==> src/rtl/mfs_pkg.sv <==
// Package: shared widths and the bundle of inputs that cross the synchronizer.
// Assumes one Hall line per phase and a three-phase bridge.
package mfs_pkg;
    localparam int PHASES = 3;
    localparam int HALL_W = PHASES;

    // Inputs that pass through the synchronizer, kept together so one
    // instance handles them all.
    typedef struct packed {
        logic [HALL_W-1:0] hall;
        logic              uv;
        logic              ot;
        logic [PHASES-1:0] gshort;
        logic              clr;
    } mfs_in_t;

    localparam int IN_W = $bits(mfs_in_t);
endpackage

==> src/rtl/mfs_sync.sv <==
// Module: multi-stage synchronizer for a bus of independent level signals.
// Assumes each bit is a slow level, so no bit-to-bit coherence is needed.
// All stages clear to zero on the synchronous active-low reset.
module mfs_sync #(
    parameter int WIDTH  = 8,
    parameter int STAGES = 2
) (
    input  logic             clk,
    input  logic             rst_n,
    input  logic [WIDTH-1:0] d_i,
    output logic [WIDTH-1:0] q_o
);
    logic [WIDTH-1:0] stage_q [STAGES];

    generate
        for (genvar s = 0; s < STAGES; s++) begin : g_stage
            if (s == 0) begin : g_first
                // First stage: capture the raw input.
                always_ff @(posedge clk) begin
                    if (!rst_n) stage_q[0] <= '0;
                    else        stage_q[0] <= d_i;
                end
            end else begin : g_next
                // Later stages: shift toward the output.
                always_ff @(posedge clk) begin
                    if (!rst_n) stage_q[s] <= '0;
                    else        stage_q[s] <= stage_q[s-1];
                end
            end
        end
    endgenerate

    assign q_o = stage_q[STAGES-1];
endmodule

==> src/rtl/mfs_hall_check.sv <==
// Module: flags a Hall code that cannot occur with 120-degree sensor spacing.
// All-zero and all-one codes are illegal; every other code is legal.
// Purely combinational; the caller registers the result.
module mfs_hall_check #(
    parameter int W = 3
) (
    input  logic [W-1:0] hall_i,
    output logic         bad_o
);
    // Decode the two illegal patterns.
    always_comb begin
        bad_o = (hall_i == {W{1'b0}}) || (hall_i == {W{1'b1}});
    end
endmodule

==> src/rtl/mfs_short_latch.sv <==
// Module: sticky ground-short latch with set-over-clear priority.
// Assumes set_i and clr_i are synchronous to clk. The next state is
// exported so the caller can register a coherent fault level.
module mfs_short_latch (
    input  logic clk,
    input  logic rst_n,
    input  logic set_i,
    input  logic clr_i,
    output logic q_o,
    output logic nxt_o
);
    // Next-state selection: set wins, then clear, else hold.
    always_comb begin
        if (set_i)      nxt_o = 1'b1;
        else if (clr_i) nxt_o = 1'b0;
        else            nxt_o = q_o;
    end

    // State register.
    always_ff @(posedge clk) begin
        if (!rst_n) q_o <= 1'b0;
        else        q_o <= nxt_o;
    end


    always @(posedge clk)
        set_wins_chk: assert property (disable iff (!rst_n) set_i |=> q_o);


    always @(posedge clk)
        clr_takes_chk: assert property (disable iff (!rst_n) (clr_i && !set_i) |=> !q_o);


    always @(posedge clk)
        hold_chk: assert property (disable iff (!rst_n) (!set_i && !clr_i) |=> $stable(q_o));
endmodule

==> src/rtl/mdrv_fault_supervisor.sv <==
// Module: fault supervisor for a three-phase bridge controller.
// It classifies the fault causes into a full coast (illegal Hall code,
// undervoltage, thermal) or a high-side-only disable (ground short, latched).
// Assumes commut_stb_i comes from logic on the same clock; every other
// input is asynchronous and is synchronized here.
module mdrv_fault_supervisor
    import mfs_pkg::*;
#(
    parameter int SYNC_STAGES = 2
) (
    input  logic              clk,
    input  logic              rst_n,
    input  logic [HALL_W-1:0] hall_i,
    input  logic              uv_i,
    input  logic              ot_i,
    input  logic [PHASES-1:0] gnd_short_i,
    input  logic              commut_stb_i,
    input  logic              latch_clr_i,
    output logic              fault_o,
    output logic              coast_o,
    output logic              hs_off_o
);
    mfs_in_t raw_in;
    mfs_in_t syn_in;
    logic    hall_bad;
    logic    coast_nxt;
    logic    short_set;
    logic    short_clr;
    logic    short_nxt;

    // Bundle the asynchronous inputs.
    always_comb begin
        raw_in.hall   = hall_i;
        raw_in.uv     = uv_i;
        raw_in.ot     = ot_i;
        raw_in.gshort = gnd_short_i;
        raw_in.clr    = latch_clr_i;
    end

    mfs_sync #(
        .WIDTH  (IN_W),
        .STAGES (SYNC_STAGES)
    ) u_sync (
        .clk   (clk),
        .rst_n (rst_n),
        .d_i   (raw_in),
        .q_o   (syn_in)
    );

    mfs_hall_check #(
        .W (HALL_W)
    ) u_hall (
        .hall_i (syn_in.hall),
        .bad_o  (hall_bad)
    );

    // Classify the non-latched causes and the latch controls.
    always_comb begin
        coast_nxt = hall_bad | syn_in.uv | syn_in.ot;
        short_set = |syn_in.gshort;
        short_clr = commut_stb_i | syn_in.clr;
    end

    mfs_short_latch u_latch (
        .clk   (clk),
        .rst_n (rst_n),
        .set_i (short_set),
        .clr_i (short_clr),
        .q_o   (hs_off_o),
        .nxt_o (short_nxt)
    );

    // Output registers: coast request and glitch-free fault level.
    always_ff @(posedge clk) begin
        if (!rst_n) begin
            coast_o <= 1'b0;
            fault_o <= 1'b0;
        end else begin
            coast_o <= coast_nxt;
            fault_o <= coast_nxt | short_nxt;
        end
    end


    always @(posedge clk)
        coast_flags_chk: assert property (disable iff (!rst_n) coast_o |-> fault_o);


    always @(posedge clk)
        hs_flags_chk: assert property (disable iff (!rst_n) hs_off_o |-> fault_o);


    always @(posedge clk)
        no_stray_fault_chk: assert property (disable iff (!rst_n) fault_o |-> (coast_o || hs_off_o));
endmodule

==> config.mk <==
export PLATFORM = sky130hd
export DESIGN_NAME = mdrv_fault_supervisor
export DESIGN_NICKNAME = d
export VERILOG_FILES = /design/src/rtl/mfs_pkg.sv /design/src/rtl/mfs_sync.sv /design/src/rtl/mfs_hall_check.sv /design/src/rtl/mfs_short_latch.sv /design/src/rtl/mdrv_fault_supervisor.sv
export SDC_FILE = /design/constraint.sdc
export NUM_CORES = 1
export LEC_CHECK = 0
export BUFFER_PORTS_ARGS = -buffer_cell sky130_fd_sc_hd__buf_2
export CAP_MARGIN = 20
export CORE_AREA = 8 8 46 48
export CTS_CLUSTER_DIAMETER = 150
export DETAILED_ROUTE_END_ITERATION = 16
export DIE_AREA = 0 0 54 56
export PLACE_DENSITY = 0.68
export SLEW_MARGIN = 0
export SYNTH_ARGS = -nofsm -noshare
export SYNTH_HDL_FRONTEND = slang
export SYNTH_HIERARCHICAL = 1
export SYNTH_SLANG_ARGS = --single-unit
export TNS_END_PERCENT = 1
==> constraint.sdc <==
create_clock -name clk -period 2.9 [get_ports clk]
set_clock_uncertainty 0.05 [all_clocks]
set_input_delay 0.58 -clock clk [delete_from_list [all_inputs] [get_ports clk]]
set_output_delay 0.58 -clock clk [all_outputs]
set_load 0.05 [all_outputs]
# Word-level counts from Yosys, hierarchy flattened
# Memory sizes are Yosys's and may differ from the RTL's.
# Cells that the tools add are included.
# classes
n_mux,6
n_eq_ne,1
n_bitwise,6
reduce_logical,3
# op_table
op,n
$mux W9,2
$or A1 B1 Y1,6
$mux W1,4
$eq A3 B3 Y1 const B,1
$logic_not A3 Y1,1
$reduce_or A3 Y1,1
$logic_or A1 B1 Y1,1
# word_totals
regBits,3
memories,1
wordCells,20
ram_bits,18
inputBits,12
out_inout_bits,3
# memory_table
name,depth,word_bits,read_ports,rd_ports_with_merged_regs,wr,line,rtl
u_sync.stage_q,2,9,2,0,2,mfs_sync.sv:13,logic [WIDTH-1:0] stage_q [STAGES];

# Logic depth before layout (Yosys ltp)
# Gate-level depths: netlist of the first run.
# logic_depth
word_depth,5
ltp_mapped,4
depth_no_buf,4

# Cells and area by module
# Netlist of the first run, hierarchy kept.
# modules_own_cells
module,n_inst,area_each_um2,cells_per_inst,seq_area_each_um2
mfs_sync,1,501.7,37,360.3
mdrv_fault_supervisor,1,73.8,6,40.0
mfs_short_latch,1,47.5,4,20.0
mfs_hall_check,1,15.0,3,0.0

# Least setup slack after synthesis of the first run
# No wires, ideal clock.
# synth_path
path_type,input to register
from,in commut_stb_i
to,reg fault_o
required_ns,2.725
slack_ns,1.468
path_stages,4
n_path_buf,0
arrival_ns,1.257
setup_time_ns,0.125
cell_sequence,or2_2 > nor2b_4 > or2_1 > o41a_1
# synth_via
elab_chain_cells,4
# synth_lines
item,line,rtl
"start, declared",mdrv_fault_supervisor.sv:17,"input logic commut_stb_i,"
$or A1 B1 Y1,mdrv_fault_supervisor.sv:61,short_clr = commut_stb_i | syn_in.clr;
$mux W1,mfs_short_latch.sv:15,else if (clr_i) nxt_o = 1'b0;
$mux W1,mfs_short_latch.sv:14,if (set_i) nxt_o = 1'b1;
net short_nxt,mdrv_fault_supervisor.sv:29,logic short_nxt;
$or A1 B1 Y1,mdrv_fault_supervisor.sv:80,fault_o <= coast_nxt | short_nxt;
"end signal, assigned",mdrv_fault_supervisor.sv:80,
"end, declared",mdrv_fault_supervisor.sv:19,"output logic fault_o,"
# The timed path passes the listed nets, and every way through them passes these cells.
# A chain may end at the register's enable or synchronous reset.

# Final worst setup path of the first run
# layout_path
from,reg u_latch.q_o
to,out hs_off_o
# layout_lines
item,line,rtl
"start, declared",mfs_short_latch.sv:9,"output logic q_o,"
"start signal, assigned",mfs_short_latch.sv:22,else q_o <= nxt_o;
"end, declared",mdrv_fault_supervisor.sv:21,output logic hs_off_o
# No word-level cell between the ends.

==> results of run 1 <==
-- per-layer routing --
metal	GRT usage [%]	part of all wire, %	vias up
met4	5.28	2.3	0
met3	3.48	5.7	2
met2	9.12	49	10
met5	0	0	-
met1	5.66	43	151
li1	-	-	194
-- how the worst min path moves through the flow --
stage / slack [ns] / start / end
2_1_floorplan: 0.36 / u_sync/stage_q[0][2] / u_sync/stage_q[1][2]
3_3_place_gp: 0.37 / u_sync/stage_q[0][3] / u_sync/stage_q[1][3]
3_5_place_dp: 0.37 / u_sync/stage_q[0][2] / u_sync/stage_q[1][2]
4_1_cts: 0.40 / u_sync/stage_q[0][2] / u_sync/stage_q[1][2]
5_1_grt: 0.40 / u_sync/stage_q[0][2] / u_sync/stage_q[1][2]
6_report: 0.40 / u_sync/stage_q[0][2] / u_sync/stage_q[1][2]
-- cell usage after synthesis (all sizes together) --
cell type / count / area [um2]
o41a: 1 / 11.3
dfxtp: 21 / 420
and2: 18 / 130
or2: 2 / 12.5
buf: 1 / 11.3
nand2: 1 / 3.75
o31a: 1 / 10.0
o21a: 1 / 7.51
nand3: 1 / 5.00
or3: 2 / 12.5
nor2b: 1 / 13.8
-- cells by family after synthesis --
| kind of cell | after synthesis | synth area share (%) |
|---|---|---|
| AOI/OAI and AO/OA | 3 | 4.51 |
| buffers and inverters | 1 | 1.76 |
| and+or+nand+nor | 25 | 27.8 |
| DFF | 21 | 65.9 |
-- power groups by stage --
stage / clock network, mW / logic (mW) / registers, mW
after floorplan: 0 / 0.0201 / 0.326
after global placement: 0 / 0.0442 / 0.313
after detailed placement: 0 / 0.0454 / 0.314
after CTS: 0.133 / 0.0454 / 0.307
after global routing: 0.150 / 0.0487 / 0.309
final: 0.130 / 0.0445 / 0.307
-- cell type report --
cell class / instances / area (um2) / share of cell area (%)
repair buffers: 14 / 70.1 / 9.41
multi-input cells: 28 / 206 / 27.7
clock inverters: 1 / 5.00 / 0.672
flip-flops and latches: 21 / 420 / 56.5
well taps: 16 / 20.0 / 2.69
clock buffers: 3 / 22.5 / 3.03
-- state kept, by name (all words and copies together), names as in the netlist --
register        flops
fault_o             1
u_sync/stage_q     18
u_latch/q_o         1
coast_o             1
-- through the flow --
stage               hold slack (ns)  std cells  instance area [um2]  power [mW]
floorplan                     0.362         50                  638       0.346
global placement              0.368         79                  717       0.357
detailed placement            0.371         79                  717       0.359
CTS                           0.397         83                  744       0.486
global route                  0.405         83                  744       0.507
finish                        0.400         83                  744       0.481
==> Flow_metrics.wiki, run 1 <==
{| class="wikitable"
! Metric !! Value
|-
| Outcome || finished, final reports clean
|-
| Remaining routing DRC violations || 0
|-
| Crit path kind || reg -> out
|-
| Sum of overflow across all layers after global routing || 0
|-
| CP Launch Type || register
|-
| Total standard cell area after synthesis || 638 um2
|-
| Number of maximum-capacitance violations || 0
|-
| Drt via density || ~4.3
|-
| Worst R2R Path Depth || 3
|-
| Maximum level of the CTS H-tree || 1
|-
| Worst setup slack for register-to-register paths || about 1.5 ns
|-
| Worst setup path start || u_latch/q_o
|-
| Antenna fix cells || 0
|-
| Worst slew margin relative to its limit || between 80% and 90%
|-
| Most common cell after layout, fill and taps aside || dfxtp_1
|-
| Arrival @ worst endpoint || between 0.9 and 1 ns
|-
| Die area || between 3000 and 4000 um2
|-
| Final worst-path cycle share || 52.9%
|-
| Clock network fraction of total power || a little over a quarter
|-
| Highest clock rate || roughly 0.65 GHz
|-
| Peak supply drop || approximately 0.34 mV
|-
| Capturing element type of the critical path || output pin
|-
| Clock latency reported for the late side of the worst-skew pair || ~0.29 ns
|-
| Worst setup slack after layout || 1.36 ns
|-
| Count of hold buffers inserted by post-cts repair || 0
|-
| Pin count of the biggest net entering global routing || 22
|-
| Clock transition at the register clock pins on the worst setup and hold paths after CTS || around 0.11 ns
|-
| Net Count, Synth || 62
|-
| Yosys reg bits || 21
|-
| Vertical extent of the die || 56 um
|-
| Part of the total power dissipated in combinational logic || 9.2%
|-
| Cell-by-cell listing of the critical path || buf_2
|-
| Number of hold violations in the final report || 0
|-
| Post-Synthesis Mean Instance Area || around 13 um2
|-
| Final min period || around 1.5 ns
|-
| Width of the die || 54 um
|-
| Delay of the slowest cell on the worst path || about 0.35 ns
|-
| Type of the most critical hold path || reg -> reg
|-
| Max FO, Critical Path || 2
|-
| Post CTS Setup Buffer Count || 0
|-
| Combined global-route utilization of all metal layers || under 10%
|-
| Leakage power || 0.338 nW
|-
| Layout area overhead || 16.7%
|-
| Number of antenna violations at the first check in global routing || 0
|-
| Portion of total power attributed to sequential cells || 63.8%
|-
| Total number of vias || 357
|-
| Hold-critical path depth || 1
|-
| Fill cell total of the finished layout || 130
|-
| Core Rows || 14
|-
| Starting density of the core || approximately 44%
|-
| Nets || 80
|-
| Slowest cell on crit path || dfxtp_1
|-
| Sw Pwr || roughly 110 uW
|-
| Root cell of the clock tree || clkbuf_4
|-
| Max-slew violation count || 0
|-
| Req. time, crit path || approximately 2.3 ns
|-
| Most frequent cells in the layout || dfxtp_1 (21), buf_2 (14), and2_2 (14)
|-
| Remaining antenna violation count after routing || 0
|-
| Core region area || roughly 1400 um2
|-
| Family of cells with the greatest summed delay on the critical path || flip-flops
|-
| Switching part of the total || approximately 22%
|-
| Number of CTS-inserted buffers || 3
|-
| First-pass GRT wire length || ~1.3 mm
|-
| Crit path buffers/inverters || 1
|-
| Count of input and output buffers || 14
|-
| Worst-case setup slack after placement || between 1 and 1.5 ns
|-
| Total wirelength of the detailed-routed design || between 800 and 900 um
|-
| Gates resized, CTS repair || 0
|-
| Number of global-route vias before repair || between 300 and 400
|-
| Ratio of cells with drive above 1 in the final layout || ~52%
|-
| Portion of the post-synthesis area used by sequential elements || about two thirds
|-
| Cell depth of the worst setup path || 1
|-
| Number of DRC markers after the initial detailed-route iteration || 2
|-
| Pwr per Cell Area || roughly 650 nW/um2
|-
| Clock Sink Count || 21
|-
| Maximum number of buffers from clock root to sink || 2
|-
| RD Place Congestion || around 0.62
|-
| Post-synthesis instance total || 50
|-
| Wire per inst || ~10 um
|-
| Transition time at the pin with the least slew margin || around 0.26 ns
|-
| IO Pins || 15
|-
| Netlist cell types || 13
|-
| Pre-antenna DRT Iters || 3
|-
| Setup repair after global routing missed its margin || false
|-
| Critical path capture point || hs_off_o
|-
| # setup viols final || 0
|-
| Number of warning messages in the yosys log || 6
|-
| TritonCTS clock tree || built
|-
| Cell-internal power || 376 uW
|-
| Reg-to-Reg End || fault_o
|-
| Utilization after layout || between 50% and 60%
|-
| Critical register-to-register path startpoint || u_sync/stage_q[1][2]
|-
| Total negative setup slack || 0 ns
|}
(Power assumes the default switching activity.)
==> run 2: changes to the inputs <==
- clock period: 2.9 -> 1.5 ns (I/O delays scaled with it)
==> run 2 against run 1 <==
Global-route usage shrank 0.56 points. Cell area shrank 0.17%. Core utilization shrank 0.087 points. Largest power group unchanged. Sequential power grew 93%. Critical path type is now reg -> reg. Combinational power grew 91%.
==> Flow_metrics.wiki, run 2 (same netlist as run 1, synthesis figures left out) <==
{| class="wikitable"
! Metric !! Value
|-
| Outcome || finished, final reports clean
|-
| # setup viols final || 0 (unchanged)
|-
| Remaining antenna violation count after routing || 0 (unchanged)
|-
| Utilization after layout || 51.7% (-0.087 points)
|-
| Transition time at the pin with the least slew margin || 0.257 ns (-0.00333 ns)
|-
| Largest register FFs || 18 (unchanged)
|-
| Arrival @ worst endpoint || 1.56 ns (+0.65 ns)
|-
| Worst slew margin relative to its limit || 82.9% (+0.22 points)
|-
| Number of hold violations in the final report || 0 (unchanged)
|-
| Total number of vias || 356 (-0.28%)
|-
| Total wirelength of the detailed-routed design || 759 um (-7.2%)
|-
| Pre-antenna DRT Iters || 2 (-1)
|-
| Crit path kind || reg -> reg
|-
| Max FO, Critical Path || 2 (unchanged)
|-
| Die area || 3020 um2 (unchanged)
|-
| Worst R2R Path Depth || 3 (unchanged)
|-
| Worst setup slack after layout || 0.0738 ns (-1.29 ns)
|-
| Req. time, crit path || 1.63 ns (-0.64 ns)
|-
| Root cell of the clock tree || clkbuf_4
|-
| Reg-to-Reg End || fault_o
|-
| Critical path capture point || fault_o
|-
| Clock transition at the register clock pins on the worst setup and hold paths after CTS || 0.10 ns (about the same)
|-
| Peak supply drop || 0.601 mV (+77%)
|-
| Nets || 80 (unchanged)
|-
| TritonCTS clock tree || built
|-
| Ratio of cells with drive above 1 in the final layout || 50.7% (-1.5 points)
|-
| Final min period || ~1.4 ns
|-
| Hold-critical path depth || 2 (+1)
|-
| Most common cell after layout, fill and taps aside || dfxtp_1
|-
| Top reg by flops || u_sync/stage_q
|-
| Number of maximum-capacitance violations || 0 (unchanged)
|-
| Final worst-path cycle share || 95.1%
|-
| Highest clock rate || between 0.7 and 0.8 GHz
|-
| Fill cell total of the finished layout || 132 (+1.5%)
|-
| Pwr per Cell Area || 1250 nW/um2 (+94%)
|-
| Count of hold buffers inserted by post-cts repair || 0 (unchanged)
|-
| Number of global-route vias before repair || 311 (-5.2%)
|-
| Core Rows || 14 (unchanged)
|-
| Vertical extent of the die || 56 um (unchanged)
|-
| Worst setup path start || u_sync/stage_q[1][2]
|-
| Most frequent cells in the layout || dfxtp_1 (21), buf_2 (14), and2_2 (14)
|-
| Maximum number of buffers from clock root to sink || 2 (unchanged)
|-
| Wire per inst || 9.14 um (-7.2%)
|-
| Gates resized, CTS repair || 0 (unchanged)
|-
| Width of the die || 54 um (unchanged)
|-
| Setup repair after global routing missed its margin || false
|-
| Core region area || 1440 um2 (unchanged)
|-
| Count of input and output buffers || 14 (unchanged)
|-
| CP Launch Type || register
|-
| Max-slew violation count || 0 (unchanged)
|-
| Number of DRC markers after the initial detailed-route iteration || 4 (+2)
|-
| Clock latency reported for the late side of the worst-skew pair || 0.29 ns (about the same)
|-
| Sum of overflow across all layers after global routing || 0 (unchanged)
|-
| Number of CTS-inserted buffers || 3 (unchanged)
|-
| IO Pins || 15 (unchanged)
|-
| Layout area overhead || 16.5%
|-
| RD Place Congestion || 0.617 (-0.96%)
|-
| Worst setup slack for register-to-register paths || 0.07 ns (-1.40 ns)
|-
| Post CTS Setup Buffer Count || 0 (unchanged)
|-
| Pin count of the biggest net entering global routing || 22 (unchanged)
|-
| Combined global-route utilization of all metal layers || 5.55% (-0.56 points)
|-
| Clock Sink Count || 21 (unchanged)
|-
| Capturing element type of the critical path || register
|-
| Remaining routing DRC violations || 0 (unchanged)
|-
| Type of the most critical hold path || in -> reg
|-
| Total negative setup slack || 0 ns (unchanged)
|-
| Starting density of the core || 44.4% (unchanged)
|-
| First-pass GRT wire length || 1.24 mm (-5.8%)
|-
| Worst-case setup slack after placement || 0.0943 ns (-1.26 ns)
|-
| Number of antenna violations at the first check in global routing || 0 (unchanged)
|-
| Leakage power || 0.335 nW (-0.81%)
|-
| Critical register-to-register path startpoint || u_sync/stage_q[1][2]
|-
| Antenna fix cells || 0 (unchanged)
|-
| Sum of net half-perimeters after detailed placement || between 500 and 600 um
|-
| Maximum level of the CTS H-tree || 1 (unchanged)
|-
| Drt via density || 4.29 (-0.28%)
|}
run 2: per-stage QoR:
step	cell area [um2]	cells	power [mW]	hold slack, ns
after floorplan	638	50	0.668	0.362
after global placement	717	79	0.691	0.370
after detailed placement	717	79	0.693	0.369
after CTS	743	83	0.944	0.161
after global routing	743	83	0.981	0.148
final	743	83	0.931	0.169
run 2: area by class of cell:
| type | count | area, um2 | area share [%] |
|---|---|---|---|
| Clock buffer | 4 | 26.3 | 3.54 |
| Sequential cell | 21 | 420 | 56.6 |
| Tap cell | 16 | 20.0 | 2.69 |
| Multi-Input combinational cell | 28 | 206 | 27.8 |
| Timing Repair Buffer | 14 | 70.1 | 9.43 |
run 2: per-layer routing:
metal	global-route usage [%]	wire length [um]	up-vias
li1	-	-	193
met1	6.73	350	147
met2	6.63	325	12
met3	2.67	51	4
met4	5.28	31	0
met5	0	0	-
run 2: worst min-delay path by stage:
stage                                      end            startpoint  slack, ns
after global routing      u_sync/stage_q[0][6]             hall_i[0]       0.15
after global placement    u_sync/stage_q[1][3]  u_sync/stage_q[0][3]       0.37
after detailed placement  u_sync/stage_q[1][5]  u_sync/stage_q[0][5]       0.37
final                     u_sync/stage_q[0][4]                  ot_i       0.17
after CTS                 u_sync/stage_q[0][5]                  uv_i       0.16
after floorplan           u_sync/stage_q[1][2]  u_sync/stage_q[0][2]       0.36
run 2: power by group:
group	leakage [nW]	switching [mW]	internal, mW
logic	0.146	0.0445	0.0408
clock network	0.0150	0.150	0.103
registers	0.174	0.00678	0.586
run 2: critical path: stages (launching register included):
cell,delay [ns]
dfxtp_1,0.31
or3_1,0.37
or2_1,0.23
o41a_1,0.36
==> run 3: changes to the inputs <==
==> constraint.sdc (replaced) <==
create_clock -name clk -period 1.5 [get_ports clk]
set_clock_uncertainty 0.05 [all_clocks]
set_input_delay 0.075 -clock clk [delete_from_list [all_inputs] [get_ports clk]]
set_output_delay 0.075 -clock clk [all_outputs]
set_load 0.05 [all_outputs]
==> run 3 against run 2 <==
Core utilization increased by 6.3 points. Cell area grew 12%. Sequential power barely moved. Clock power hardly changed. Worst hold slack worse by 0.080 ns. Sequential share of layout area shrank 6.1 points. Wire length rose by 9.2%. Largest power group unchanged.
==> Flow_metrics.wiki, run 3 (same netlist as run 1, synthesis figures left out) <==
{| class="wikitable"
! Metric !! Value
|-
| Wire per inst || 9.01 um (-1.5%)
|-
| Pre-antenna DRT Iters || 2 (unchanged)
|-
| Remaining routing DRC violations || 0 (unchanged)
|-
| Remaining antenna violation count after routing || 0 (unchanged)
|-
| Arrival @ worst endpoint || 1.56 ns (about the same)
|-
| Nets || 89 (+11%)
|-
| Transition time at the pin with the least slew margin || 0.250 ns (-0.00700 ns)
|-
| Number of maximum-capacitance violations || 0 (unchanged)
|-
| Type of the most critical hold path || in -> reg
|-
| Part of the total power dissipated in combinational logic || 10.9% (+1.7 points)
|-
| Peak supply drop || 0.644 mV (+7.3%)
|-
| Req. time, crit path || 1.63 ns (about the same)
|-
| Max FO, Critical Path || 2 (unchanged)
|-
| Switching part of the total || 21.2% (-0.35 points)
|-
| Clock network fraction of total power || 26.4% (-0.8 points)
|-
| Number of hold violations in the final report || 0 (unchanged)
|-
| Setup repair after global routing missed its margin || false
|-
| Drt via density || 4.28 (-0.15%)
|-
| CP Launch Type || register
|-
| Pin count of the biggest net entering global routing || 22 (unchanged)
|-
| Combined global-route utilization of all metal layers || 6.26% (+0.71 points)
|-
| Number of antenna violations at the first check in global routing || 0 (unchanged)
|-
| TritonCTS clock tree || built
|-
| Capturing element type of the critical path || register
|-
| Outcome || finished, final reports clean
|-
| Most common cell after layout, fill and taps aside || dfxtp_1
|-
| Max-slew violation count || 0 (unchanged)
|-
| Number of DRC markers after the initial detailed-route iteration || 3 (-1)
|-
| Worst slew margin relative to its limit || 83.3% (+0.47 points)
|-
| Leakage power || 0.373 nW (+11%)
|-
| Total negative setup slack || 0 ns (unchanged)
|-
| Cell-internal power || 746 uW (+2.1%)
|-
| Total number of vias || 394 (+11%)
|-
| Number of CTS-inserted buffers || 3 (unchanged)
|-
| Largest register FFs || 18 (unchanged)
|-
| Starting density of the core || 44.4% (unchanged)
|-
| Clock latency reported for the late side of the worst-skew pair || 0.29 ns (about the same)
|-
| Maximum number of buffers from clock root to sink || 2 (unchanged)
|-
| Pwr per Cell Area || 1140 nW/um2 (-9.4%)
|-
| # setup viols final || 0 (unchanged)
|-
| Layout area overhead || 30.6%
|-
| Portion of total power attributed to sequential cells || 62.7% (-1.0 points)
|-
| First-pass GRT wire length || 1.41 mm (+14%)
|-
| RD Place Congestion || 0.618 (+0.11%)
|-
| Count of input and output buffers || 14 (unchanged)
|-
| Gates resized, CTS repair || 0 (unchanged)
|-
| Total wirelength of the detailed-routed design || 829 um (+9.2%)
|-
| Core Rows || 14 (unchanged)
|-
| Sw Pwr || 201 uW (about the same)
|-
| Clock Sink Count || 21 (unchanged)
|-
| Die area || 3020 um2 (unchanged)
|-
| Top reg by flops || u_sync/stage_q
|-
| Final min period || 1.43 ns (+0.00371 ns)
|-
| Antenna fix cells || 0 (unchanged)
|-
| Width of the die || 54 um (unchanged)
|-
| Final worst-path cycle share || 95.3% (+0.25 points)
|-
| Vertical extent of the die || 56 um (unchanged)
|-
| Count of hold buffers inserted by post-cts repair || 9 (+9)
|-
| IO Pins || 15 (unchanged)
|-
| Maximum level of the CTS H-tree || 1 (unchanged)
|-
| Most frequent cells in the layout || dfxtp_1 (21), buf_2 (14), and2_2 (14)
|-
| Clock transition at the register clock pins on the worst setup and hold paths after CTS || 0.10 ns (about the same)
|-
| Highest clock rate || 0.699 GHz (-0.26%)
|-
| Number of global-route vias before repair || 374 (+20%)
|-
| Total power after layout || 946 uW (+1.6%)
|-
| Ratio of cells with drive above 1 in the final layout || 44.7% (-6.0 points)
|-
| Sum of overflow across all layers after global routing || 0 (unchanged)
|-
| Core region area || 1440 um2 (unchanged)
|-
| Post CTS Setup Buffer Count || 0 (unchanged)
|-
| Root cell of the clock tree || clkbuf_4
|-
| Crit path kind || reg -> reg
|}
## run 3: changes by cell type in the layout (fill, tap and decap cells not counted), sizes merged
cell,before,now
dlygate4sd3,0,9
## run 3: final timing paths
check / start / to / slack [ns] / cells past startpoint
worst max-delay path: u_sync/stage_q[1][2] / fault_o / 0.07 / 3
worst max register to register: u_sync/stage_q[1][2] / fault_o / 0.07 / 3
worst min register to register: u_sync/stage_q[0][4] / u_sync/stage_q[1][4] / 0.39 / 1
worst min-delay path: rst_n / u_latch/q_o / 0.09 / 2
## run 3: critical path: stages (launching register included)
cell,delay (ns)
dfxtp_1,0.31
or3_1,0.38
or2_1,0.23
o41a_1,0.36
## run 3: layout make-up
class / count / area (um2)
fill: 126 / 603
sequential: 21 / 420
timing repair buffer: 23 / 160
multi-input combinational: 28 / 206
tap: 16 / 20.0
clock buffer: 4 / 26.3
## run 3: per-stage QoR
step                utilization, %  cell area, um2  hold WS (ns)  setup slack, ns  std cells
floorplan                        -             638         0.142            0.120         50
global placement              49.9             717         0.245            0.109         79
detailed placement            49.9             717         0.248           0.0871         79
CTS                           58.0             833        0.0897           0.0642         92
global route                  58.0             833         0.103           0.0135         92
finish                        58.0             833        0.0888           0.0701         92
## run 3: power groups by stage
stage	clock network, mW	logic [mW]	registers, mW
finish	0.250	0.103	0.593
floorplan	0	0.0389	0.629
global route	0.284	0.113	0.597
detailed placement	0	0.0869	0.606
CTS	0.265	0.105	0.593
global placement	0	0.0853	0.605
## run 3: metal layers
layer | wire [um] | vias up | track usage, %
met5 | 0 | - | 0
met1 | 388 | 164 | 7.01
li1 | - | 214 | -
met4 | 36 | 0 | 6.34
met2 | 360 | 12 | 8.62
met3 | 44 | 4 | 1.87
